**src/rtl/irf_pkg.sv**
```systemverilog
package irf_pkg;

    typedef enum logic [2:0] {
        ST_OK         = 3'd0,
        ST_REMAP_FAIL = 3'd1,
        ST_XLATE_FAIL = 3'd2,
        ST_INT_ERR    = 3'd3,
        ST_BYPASS     = 3'd4
    } irf_status_e;

    typedef enum logic [1:0] {
        EV_NONE          = 2'd0,
        EV_ILLEGAL_ENTRY = 2'd1,
        EV_PAGE_FAULT    = 2'd2
    } irf_evt_class_e;

    typedef enum logic [1:0] {
        S_IDLE,
        S_CHECK,
        S_REQ,
        S_WAIT
    } irf_state_e;

    typedef enum logic [1:0] {
        DEC_BYPASS,
        DEC_BAD_LEN,
        DEC_OUT_OF_RANGE,
        DEC_FETCH
    } irf_verdict_e;

    localparam logic [1:0] INTCTL_REMAP = 2'b10;

endpackage

```
**src/rtl/irf_field_decode.sv**
```systemverilog
module irf_field_decode #(
    parameter int DTE_W       = 64,
    parameter int DATA_W      = 32,
    parameter int PA_W        = 52,
    parameter int IDX_W       = 11,
    parameter int ENTRY_SHIFT = 2,
    parameter int LEN_W       = 4,
    parameter int LEN_LIMIT   = 12,
    parameter int BASE_LSB    = 7,
    parameter int CTL_LSB     = 60
) (
    input  logic [DTE_W-1:0]     dte_word,
    input  logic [DATA_W-1:0]    msi_data,
    output irf_pkg::irf_verdict_e verdict,
    output logic [PA_W-1:0]      entry_addr
);
    import irf_pkg::*;

    localparam int OFF_W = IDX_W + ENTRY_SHIFT;

    logic [1:0]       intctl;
    logic [LEN_W-1:0] len_code;
    logic [IDX_W-1:0] idx;
    logic [OFF_W-1:0] byte_off;
    logic [OFF_W:0]   byte_limit;
    logic [PA_W-1:0]  base;
    logic             unused_bits;

    assign intctl     = dte_word[CTL_LSB +: 2];
    assign len_code   = dte_word[1 +: LEN_W];
    assign idx        = msi_data[IDX_W-1:0];
    assign byte_off   = {idx, {ENTRY_SHIFT{1'b0}}};
    assign byte_limit = ({{OFF_W{1'b0}}, 1'b1} << len_code) << ENTRY_SHIFT;
    assign base       = {dte_word[PA_W-1:BASE_LSB], {BASE_LSB{1'b0}}};
    assign entry_addr = base + PA_W'(byte_off);

    assign unused_bits = ^{dte_word[0], dte_word[BASE_LSB-1:LEN_W+1],
                           dte_word[CTL_LSB-1:PA_W], dte_word[DTE_W-1:CTL_LSB+2],
                           msi_data[DATA_W-1:IDX_W]};

    always_comb begin
        if (intctl != INTCTL_REMAP) begin
            verdict = DEC_BYPASS;
        end else if (32'(len_code) >= LEN_LIMIT) begin
            verdict = DEC_BAD_LEN;
        end else if ({1'b0, byte_off} >= byte_limit) begin
            verdict = DEC_OUT_OF_RANGE;
        end else begin
            verdict = DEC_FETCH;
        end
    end

endmodule

```
**src/rtl/irf_event_pack.sv**
```systemverilog
module irf_event_pack (
    input  logic                    fire,
    input  irf_pkg::irf_evt_class_e cls,
    output logic                    evt_valid,
    output logic [1:0]              evt_class,
    output logic                    evt_addr_invalid,
    output logic                    evt_present,
    output logic                    evt_rsvd_nz,
    output logic                    evt_perm_denied
);
    import irf_pkg::*;

    always_comb begin
        evt_valid        = fire;
        evt_class        = fire ? cls : EV_NONE;
        evt_addr_invalid = fire && (cls == EV_PAGE_FAULT);
        evt_present      = 1'b0;
        evt_rsvd_nz      = 1'b0;
        evt_perm_denied  = 1'b0;
    end

endmodule

```
**src/rtl/intr_remap_fetch.sv**
```systemverilog
module intr_remap_fetch #(
    parameter int MSI_AW    = 64,
    parameter int DATA_W    = 32,
    parameter int DEV_W     = 16,
    parameter int DOM_W     = 16,
    parameter int DTE_W     = 64,
    parameter int PA_W      = 52,
    parameter int IDX_W     = 11,
    parameter int ENTRY_W   = 32,
    parameter int LEN_LIMIT = 12
) (
    input  logic              clk,
    input  logic              rst_n,
    input  logic              req_valid,
    output logic              req_ready,
    input  logic [MSI_AW-1:0] req_msi_addr,
    input  logic [DATA_W-1:0] req_msi_data,
    input  logic [DEV_W-1:0]  req_dev_id,
    input  logic [DOM_W-1:0]  req_dom_id,
    input  logic [DTE_W-1:0]  req_dte_word,
    output logic              mem_req_valid,
    input  logic              mem_req_ready,
    output logic [PA_W-1:0]   mem_req_addr,
    input  logic              mem_rsp_valid,
    output logic              mem_rsp_ready,
    input  logic              mem_rsp_err,
    input  logic [ENTRY_W-1:0] mem_rsp_data,
    output logic              done,
    output logic [2:0]        done_status,
    output logic [ENTRY_W-1:0] done_entry,
    output logic              evt_valid,
    output logic [1:0]        evt_class,
    output logic              evt_addr_invalid,
    output logic              evt_present,
    output logic              evt_rsvd_nz,
    output logic              evt_perm_denied,
    output logic [DEV_W-1:0]  evt_dev_id,
    output logic [DOM_W-1:0]  evt_dom_id,
    output logic [MSI_AW-1:0] evt_msi_addr
);
    import irf_pkg::*;

    localparam int ENTRY_SHIFT = $clog2(ENTRY_W / 8);

    typedef struct packed {
        irf_state_e        st;
        logic [MSI_AW-1:0] msi_addr;
        logic [DATA_W-1:0] msi_data;
        logic [DEV_W-1:0]  dev_id;
        logic [DOM_W-1:0]  dom_id;
        logic [DTE_W-1:0]  dte_word;
        logic [PA_W-1:0]   rd_addr;
        logic              done;
        irf_status_e       status;
        logic [ENTRY_W-1:0] entry;
        logic              evt_fire;
        irf_evt_class_e    evt_cls;
    } regs_t;

    regs_t        r_q, r_d;
    irf_verdict_e verdict;
    logic [PA_W-1:0] entry_addr;

    irf_field_decode #(
        .DTE_W(DTE_W), .DATA_W(DATA_W), .PA_W(PA_W), .IDX_W(IDX_W),
        .ENTRY_SHIFT(ENTRY_SHIFT), .LEN_LIMIT(LEN_LIMIT)
    ) u_decode (
        .dte_word   (r_q.dte_word),
        .msi_data   (r_q.msi_data),
        .verdict    (verdict),
        .entry_addr (entry_addr)
    );

    always_comb begin
        r_d          = r_q;
        r_d.done     = 1'b0;
        r_d.evt_fire = 1'b0;
        r_d.evt_cls  = EV_NONE;
        unique case (r_q.st)
            S_IDLE: begin
                if (req_valid) begin
                    r_d.msi_addr = req_msi_addr;
                    r_d.msi_data = req_msi_data;
                    r_d.dev_id   = req_dev_id;
                    r_d.dom_id   = req_dom_id;
                    r_d.dte_word = req_dte_word;
                    r_d.st       = S_CHECK;
                end
            end
            S_CHECK: begin
                unique case (verdict)
                    DEC_BYPASS: begin
                        r_d.done   = 1'b1;
                        r_d.status = ST_BYPASS;
                        r_d.entry  = '0;
                        r_d.st     = S_IDLE;
                    end
                    DEC_BAD_LEN: begin
                        r_d.done     = 1'b1;
                        r_d.status   = ST_REMAP_FAIL;
                        r_d.entry    = '0;
                        r_d.evt_fire = 1'b1;
                        r_d.evt_cls  = EV_ILLEGAL_ENTRY;
                        r_d.st       = S_IDLE;
                    end
                    DEC_OUT_OF_RANGE: begin
                        r_d.done     = 1'b1;
                        r_d.status   = ST_XLATE_FAIL;
                        r_d.entry    = '0;
                        r_d.evt_fire = 1'b1;
                        r_d.evt_cls  = EV_PAGE_FAULT;
                        r_d.st       = S_IDLE;
                    end
                    default: begin
                        r_d.rd_addr = entry_addr;
                        r_d.st      = S_REQ;
                    end
                endcase
            end
            S_REQ: begin
                if (mem_req_ready) begin
                    r_d.st = S_WAIT;
                end
            end
            default: begin
                if (mem_rsp_valid) begin
                    r_d.done   = 1'b1;
                    r_d.status = mem_rsp_err ? ST_INT_ERR : ST_OK;
                    r_d.entry  = mem_rsp_err ? '0 : mem_rsp_data;
                    r_d.st     = S_IDLE;
                end
            end
        endcase
    end

    always_ff @(posedge clk) begin
        if (!rst_n) begin
            r_q        <= '0;
            r_q.st     <= S_IDLE;
            r_q.status <= ST_OK;
            r_q.evt_cls <= EV_NONE;
        end else begin
            r_q <= r_d;
        end
    end

    assign req_ready     = (r_q.st == S_IDLE);
    assign mem_req_valid = (r_q.st == S_REQ);
    assign mem_req_addr  = r_q.rd_addr;
    assign mem_rsp_ready = (r_q.st == S_WAIT);
    assign done          = r_q.done;
    assign done_status   = r_q.status;
    assign done_entry    = r_q.entry;
    assign evt_dev_id    = r_q.dev_id;
    assign evt_dom_id    = r_q.dom_id;
    assign evt_msi_addr  = r_q.msi_addr;

    irf_event_pack u_evt (
        .fire             (r_q.evt_fire),
        .cls              (r_q.evt_cls),
        .evt_valid        (evt_valid),
        .evt_class        (evt_class),
        .evt_addr_invalid (evt_addr_invalid),
        .evt_present      (evt_present),
        .evt_rsvd_nz      (evt_rsvd_nz),
        .evt_perm_denied  (evt_perm_denied)
    );

endmodule

```
**config.mk**
```make
export PLATFORM = sky130hd
export DESIGN_NAME = intr_remap_fetch
export DESIGN_NICKNAME = d
export VERILOG_FILES = /design/src/rtl/irf_pkg.sv /design/src/rtl/irf_field_decode.sv /design/src/rtl/irf_event_pack.sv /design/src/rtl/intr_remap_fetch.sv
export SDC_FILE = /design/constraint.sdc
export NUM_CORES = 1
export LEC_CHECK = 0
export ABC_AREA = 1
export ABC_CLOCK_PERIOD_IN_PS = 2840
export BUFFER_PORTS_ARGS = -buffer_cell sky130_fd_sc_hd__buf_4
export CAP_MARGIN = 25
export CORE_MARGIN = 3
export CORE_UTILIZATION = 46
export DETAILED_ROUTE_END_ITERATION = 8
export PLACE_DENSITY = 0.77
export SLEW_MARGIN = 0
export SYNTH_ARGS = -nofsm -noshare
export SYNTH_HDL_FRONTEND = slang
export SYNTH_SLANG_ARGS = --single-unit
```
**constraint.sdc**
```tcl
create_clock -name clk -period 2.84 [get_ports clk]
set_input_delay 0.284 -clock clk [delete_from_list [all_inputs] [get_ports clk]]
set_output_delay 0.284 -clock clk [all_outputs]
set_load 0.03 [all_outputs]
```
# ---- Yosys cells after proc, flatten, opt, wreduce, memory -nomap -nowiden
# Cells that the tools add are included.
dict set report word_totals {
  output_inout_bits 194
  inputBits 230
  reg_bits 285
  wordCells 55
}
dict set report classes {
  add_sub_neg 1
  eq_ne 10
  bitwise 2
  magnitude_cmp 2
  n_mux 15
  shifts 1
  reduce_logical 12
}
# operator n
set op_table {}
lappend op_table {{194-bit 2-to-1 mux} 1}
lappend op_table {{36-bit case mux with 3 select lines} 1}
lappend op_table {{36-bit case mux with 2 select lines} 1}
lappend op_table {{52-bit by 13-bit adder with 52-bit output} 1}
lappend op_table {{36-bit 2-to-1 mux} 1}
lappend op_table {{32-bit 2-to-1 mux} 1}
lappend op_table {{13-bit by 14-bit >= comparator with 1-bit output} 1}
lappend op_table {{2-bit 2-to-1 mux} 7}
lappend op_table {{1-bit by 4-bit << shifter with 12-bit output (first input constant)} 1}
lappend op_table {{2-bit == test (second input constant)} 4}
lappend op_table {{2-bit case mux with 3 select lines} 1}
lappend op_table {{3-bit case mux with 2 select lines} 1}
lappend op_table {{2-bit AND reduction} 3}
lappend op_table {{3-bit AND reduction} 2}
lappend op_table {{2-bit by 1-bit == test with 1-bit output (second input constant)} 2}
lappend op_table {{4-bit >= comparator (second input constant)} 1}
lappend op_table {{2-bit zero test} 2}
lappend op_table {{2-bit != test (second input constant)} 2}
lappend op_table {{4-bit by 1-bit != test with 1-bit output (second input constant)} 1}
lappend op_table {{4-bit nonzero test} 1}
lappend op_table {{3-bit OR reduction} 1}
lappend op_table {{2-bit by 1-bit != test with 1-bit output (second input constant)} 1}
lappend op_table {{1-bit NOT} 2}
lappend op_table {{2-bit nonzero test} 1}
lappend op_table {{3 further kinds} 3}

# ---- Depth between registers and ports, before layout
dict set report logic_depth {
  depth_word 9
  mapped_depth 19
}

# ---- Hierarchy
# From an unflattened synthesis, not the netlist that was laid out.
dict set report hier_totals {
  cells_unflattened 2006
  area_unflattened_um2 14057.2
}
# module n_inst seq_area_each_um2 area_per_inst_um2 cells_each
set by_module_without_submodules {}
lappend by_module_without_submodules {intr_remap_fetch 1 5705.5 11941.5 1600}
lappend by_module_without_submodules {irf_field_decode 1 0.0 2060.7 396}
lappend by_module_without_submodules {irf_event_pack 1 0.0 55.1 10}

# ---- Least setup slack after synthesis
# OpenSTA, ideal clock, no wires.
dict set report synth_timing {
  kind {register to register}
  start {register r_q[94] (netlist bit)}
  end {register r_q (netlist bit mem_req_addr[31])}
  setup_time_ps 116
  stages_incl_launch_ff 20
  t_arrival_ps 2591
  setup_slack_ps 133
  path_buffers 2
  cell_sequence {dfxtp_1 clkinv_1 nor2_1 nand2_1 ha_1 nand2_1 o21a_1 nor2_1 nor2_1 nand3_1 nand2_1 nand2_1 inv_1 ha_1 nand2_1 inv_2 buf_4 buf_6 o211ai_1 inv_1}
}
dict set report synth_via {
  elab_chain_len 9
  word_cells_on_any_way 12
  cone_classes {2 x order compare; 2 x eq/ne; 1 x shift; 3 x mux; 1 x bitwise; 3 x reduce/logical}
}
# item line
set synth_rtl {}
lappend synth_rtl {{start, declared} intr_remap_fetch.sv:60} ;# regs_t r_q, r_d;
lappend synth_rtl {{start signal, assigned} intr_remap_fetch.sv:143} ;# r_q <= r_d;
lappend synth_rtl {{1-bit by 4-bit << shifter with 12-bit output} irf_field_decode.sv:33} ;# assign byte_limit = ({{OFF_W{1'b0}}, 1'b1} << len_code) << ENTRY_SHIFT;
lappend synth_rtl {{13-bit by 14-bit >= comparator with 1-bit output} irf_field_decode.sv:46} ;# end else if ({1'b0, byte_off} >= byte_limit) begin
lappend synth_rtl {{1-bit 2-to-1 mux} irf_field_decode.sv:46}
lappend synth_rtl {{2-bit 2-to-1 mux (*)} irf_field_decode.sv:44} ;# end else if (32'(len_code) >= LEN_LIMIT) begin
lappend synth_rtl {{2-bit 2-to-1 mux (*)} irf_field_decode.sv:42} ;# if (intctl != INTCTL_REMAP) begin
lappend synth_rtl {{2-bit == test (tied with other cells)} intr_remap_fetch.sv:91} ;# unique case (verdict)
lappend synth_rtl {{3-bit OR reduction (no line) (*)} -}
lappend synth_rtl {{1-bit NOT (no line) (*)} -}
lappend synth_rtl {{2-bit AND reduction (no line) (*)} -}
# Every way passes the cells marked *; elsewhere a longest branch is shown, timed or not.
# A chain may end at the register's enable or synchronous reset.

# ---- Worst setup path after layout
dict set report layout_timing {
  start {register r_q[95] (netlist bit)}
  end {register r_q (netlist bit mem_req_addr[26])}
}
# Same word-level chain as after synthesis.

==> impl_metrics.ini <==
[die]
coreArea_um2 = 26200
die_area_um2 = 28800
initial_core_util_pct = 47.0
die_h_um = 170
ios = 424
die_w_um = 170
num_rows = 59

[timing]
worst_slew_pin_slew_ns = 0.493
finClkSkew_ns = 0.0135
holdWs_ns = 0.0198
period_share_pct = 94.6
period_minus_slack_ns = 2.69
hold_viol_final = 0
final-setup-viol-count = 0
slew_violations = 0
slew_headroom_pct = 66.9
fmax_mhz = 372

[layout]
instances_no_fill = 2338
finalNetCount = 2235
syn_to_final_growth_pct = 31.2
final_area_um2 = 16200
drive_above_1_share_pct = 24.5

[power_and_ir_drop]
p_switching_w = 0.00258
ir_drop_mv = 0.581
seq_power_share_pct = 41.9
p_leak_nw = 7.33
power_frac_clock_pct = 40.7
power_density_nw_per_um2 = 574
p_comb_share_pct = 17.5
internal_power_w = 0.00669
swShare_pct = 27.8

[placed_design]
post-dp-hpwl_um = 26000
place_area_um2 = 14100
port_buffers = 384
routabilityCongestion = 0.932
place_inst = 2192

[global_routing]
grt_use_met2_pct = 41.7
grt_use_met1_pct = 29.9
grt.busiest_layer = met2
gr-usage-met3_pct = 5.94
antenna_found_initial = 0
grt_use_total_pct = 24.4
grt_max_degree = 133
grt_pass1_wl_um = 57700
grt_overflow_total = 0
first_global_vias = 11300

[route]
first_pass_iters = 5
post_drt_wl_per_cell_um = 16.3
vias = 11900
drt_iter0_drc = 879
via_per_inst = 5.08
postRouteAntennaNets = 0
drc_errors = 0
routed_wl_um = 38100

[clock_tree]
path_clk_slew_ns = 0.06
h-tree-depth = 1
cts_root_buffer = clkbuf_16
cts_tree = built
cts_made_buffers = 28
cts_buffer_depth = 3
clk_latency_ns = 0.54
cts_sinks = 249

[critical_path]
end_kind = flip-flop
worstPathArrival_ns = 3.12
setup.worst_path.start_class = flip-flop
timing_worst_setup_path_type = flip-flop to flip-flop
reg2reg_slack_ns = 0.15
cp.required_ns = 3.28
crit_fanout = 22

[synth]
seq_area_frac_synth_pct = 40.5
synth-compound-area-share_pct = 13.6
synthXorXnorAreaFrac_pct = 0.711
yosys_warnings = 0
synth.avg_cell_area_um2 = 7.18
syn_area_um2 = 12300
syn_inst = 1715
synth.distinct_cells = 35
synth_mux_area_share_pct = 0
synth_common_cells = nor2_1 (329), dfxtp_1 (249), nand2_1 (245), buf_4 (202), o21ai_0 (171)
synth-simple-area-share_pct = 24.1
yosys-top-cells-area = dfxtp_1 (40%), buf_4 (12%), nor2_1 (10%)
yosys.area.top_type = dfxtp_1
synth_top_family_by_area = simple AND/OR/NAND/NOR gates
synth_top_area_share_pct = 40.5
synth_fa_ha_area_share_pct = 2.50
synth_top_flop_cell = dfxtp_1
synth-edff-count = 0
yosysMostFrequentCell = nor2_1
ys_ff_latch = 249
synthArstFlopShare_pct = 0

[outcome]
status = complete, no violations

[run]
maxCapViolCount = 0

[min_path]
min_path_type = input port to flip-flop
==> stage by stage <==
stage / setup TNS, ns / power (W) / utilization [%] / worst slack, ns
2_1_floorplan: 0 / 0.00497 / - / 0.133
3_3_place_gp: 0 / 0.00537 / 53.8 / 0.0925
3_5_place_dp: 0 / 0.00540 / 53.8 / 0.00715
4_1_cts: 0 / 0.00928 / 60.9 / 0.0261
5_1_grt: -0.0241 / 0.00964 / 61.7 / -0.0118
6_report: 0 / 0.00927 / 61.7 / 0.153
==> critical path, stage by stage (launching register included) <==
cell and delay (ns):
dfxtp_1 0.40, buf_4 0.18, nand3_1 0.10, ha_1 0.30, nand4_1 0.17, nor2_1 0.18
nand2_1 0.08, nand3_1 0.08, nand2_1 0.05, nand2_1 0.10, inv_1 0.09, ha_2 0.21
nand2_4 0.08, inv_6 0.06, clkbuf_16 0.19, o21a_1 0.18, nand2_1 0.06, inv_1 0.04
==> path summary, 6_finish.rpt <==
| kind | start | endpoint | cells past startpoint |
|---|---|---|---|
| worst min-delay path | req_msi_addr[63] | evt_msi_addr[63] | 3 |
| worst max register to register | r_q[95] | mem_req_addr[26] | 17 |
| worst max-delay path | r_q[95] | mem_req_addr[26] | 17 |
| worst min register to register | done_entry[27] | done_entry[27] | 2 |
==> sequential cells by signal, summed over array words and instances, names as in the netlist <==
signal	cells
done_status	3
mem_req_addr	50
r_q	67
evt_dev_id	16
done_entry	32
evt_msi_addr	64
done	1
evt_dom_id	16
==> power groups by stage <==
stage	logic (W)	registers, W	clock network [W]
after floorplan	0.00107	0.00389	0
after global placement	0.00143	0.00394	0
after detailed placement	0.00146	0.00395	0
after CTS	0.00157	0.00387	0.00384
after global routing	0.00177	0.00391	0.00396
final	0.00162	0.00388	0.00377
==> final cells by class <==
class / instances / area, um2
timing repair buffer: 501 / 4130
clock buffer: 39 / 782
inverter: 125 / 479
fill: 2216 / 10000
antenna: 1 / 2.50
multi-input combinational: 1076 / 5180
sequential: 249 / 4990
clock inverter: 12 / 181
tap: 335 / 419
==> placed cells by master (no fill, tap or decap), types with 3 or more instances in the layout <==
cell type	netlist	final
buf_4	202	401
nor2_1	329	326
dfxtp_1	249	247
nand2_1	245	244
o21ai_0	171	170
inv_1	118	116
nand3_1	111	109
dlygate4sd3_1	0	90
a21oi_1	91	87
clkbuf_16	0	31
o21a_1	25	25
ha_1	23	18
nand4_1	17	17
o21ai_1	9	9
xor2_1	9	9
o211ai_1	8	8
o21bai_1	7	7
clkbuf_1	36	7
buf_12	0	7
nor2_4	3	6
inv_2	5	5
nand3b_1	5	5
conb_1	1	5
clkinv_2	0	5
a21oi_2	0	4
nand3_2	2	4
ha_4	0	4
bufinv_16	0	4
clkbuf_8	0	4
nor3_1	3	3
nor2_2	3	3
==> what timing repair did <==
item | in CTS | in global routing
pin swaps | 0 | 6
endpoints found under the hold margin | 90 | 0
cloned | 0 | 3
endpoints found under the setup margin | 7 | 85
resized for setup | 3 | 28
setup buffers | 0 | 1
hold buffers | 90 | 0
==> cell families (layout without fill, tap and decap cells) <==
logic type	after synthesis	in the layout
and+or+nand+nor	723	723
buffers and inverters	394	677
AOI/OAI and AO/OA	314	314
DFF	249	249
adders and majority gates	24	24
xor gates and xnor gates	10	10
other	1	6
==> per-layer routing <==
layer	up-vias	part of all wire [%]	wire [um]
li1	5852	-	-
met1	5469	41	15500
met2	465	48	18300
met3	90	7.9	3020
met4	0	3.6	1360
met5	-	0	0
Note: power is estimated with default switching activity, not from simulation.
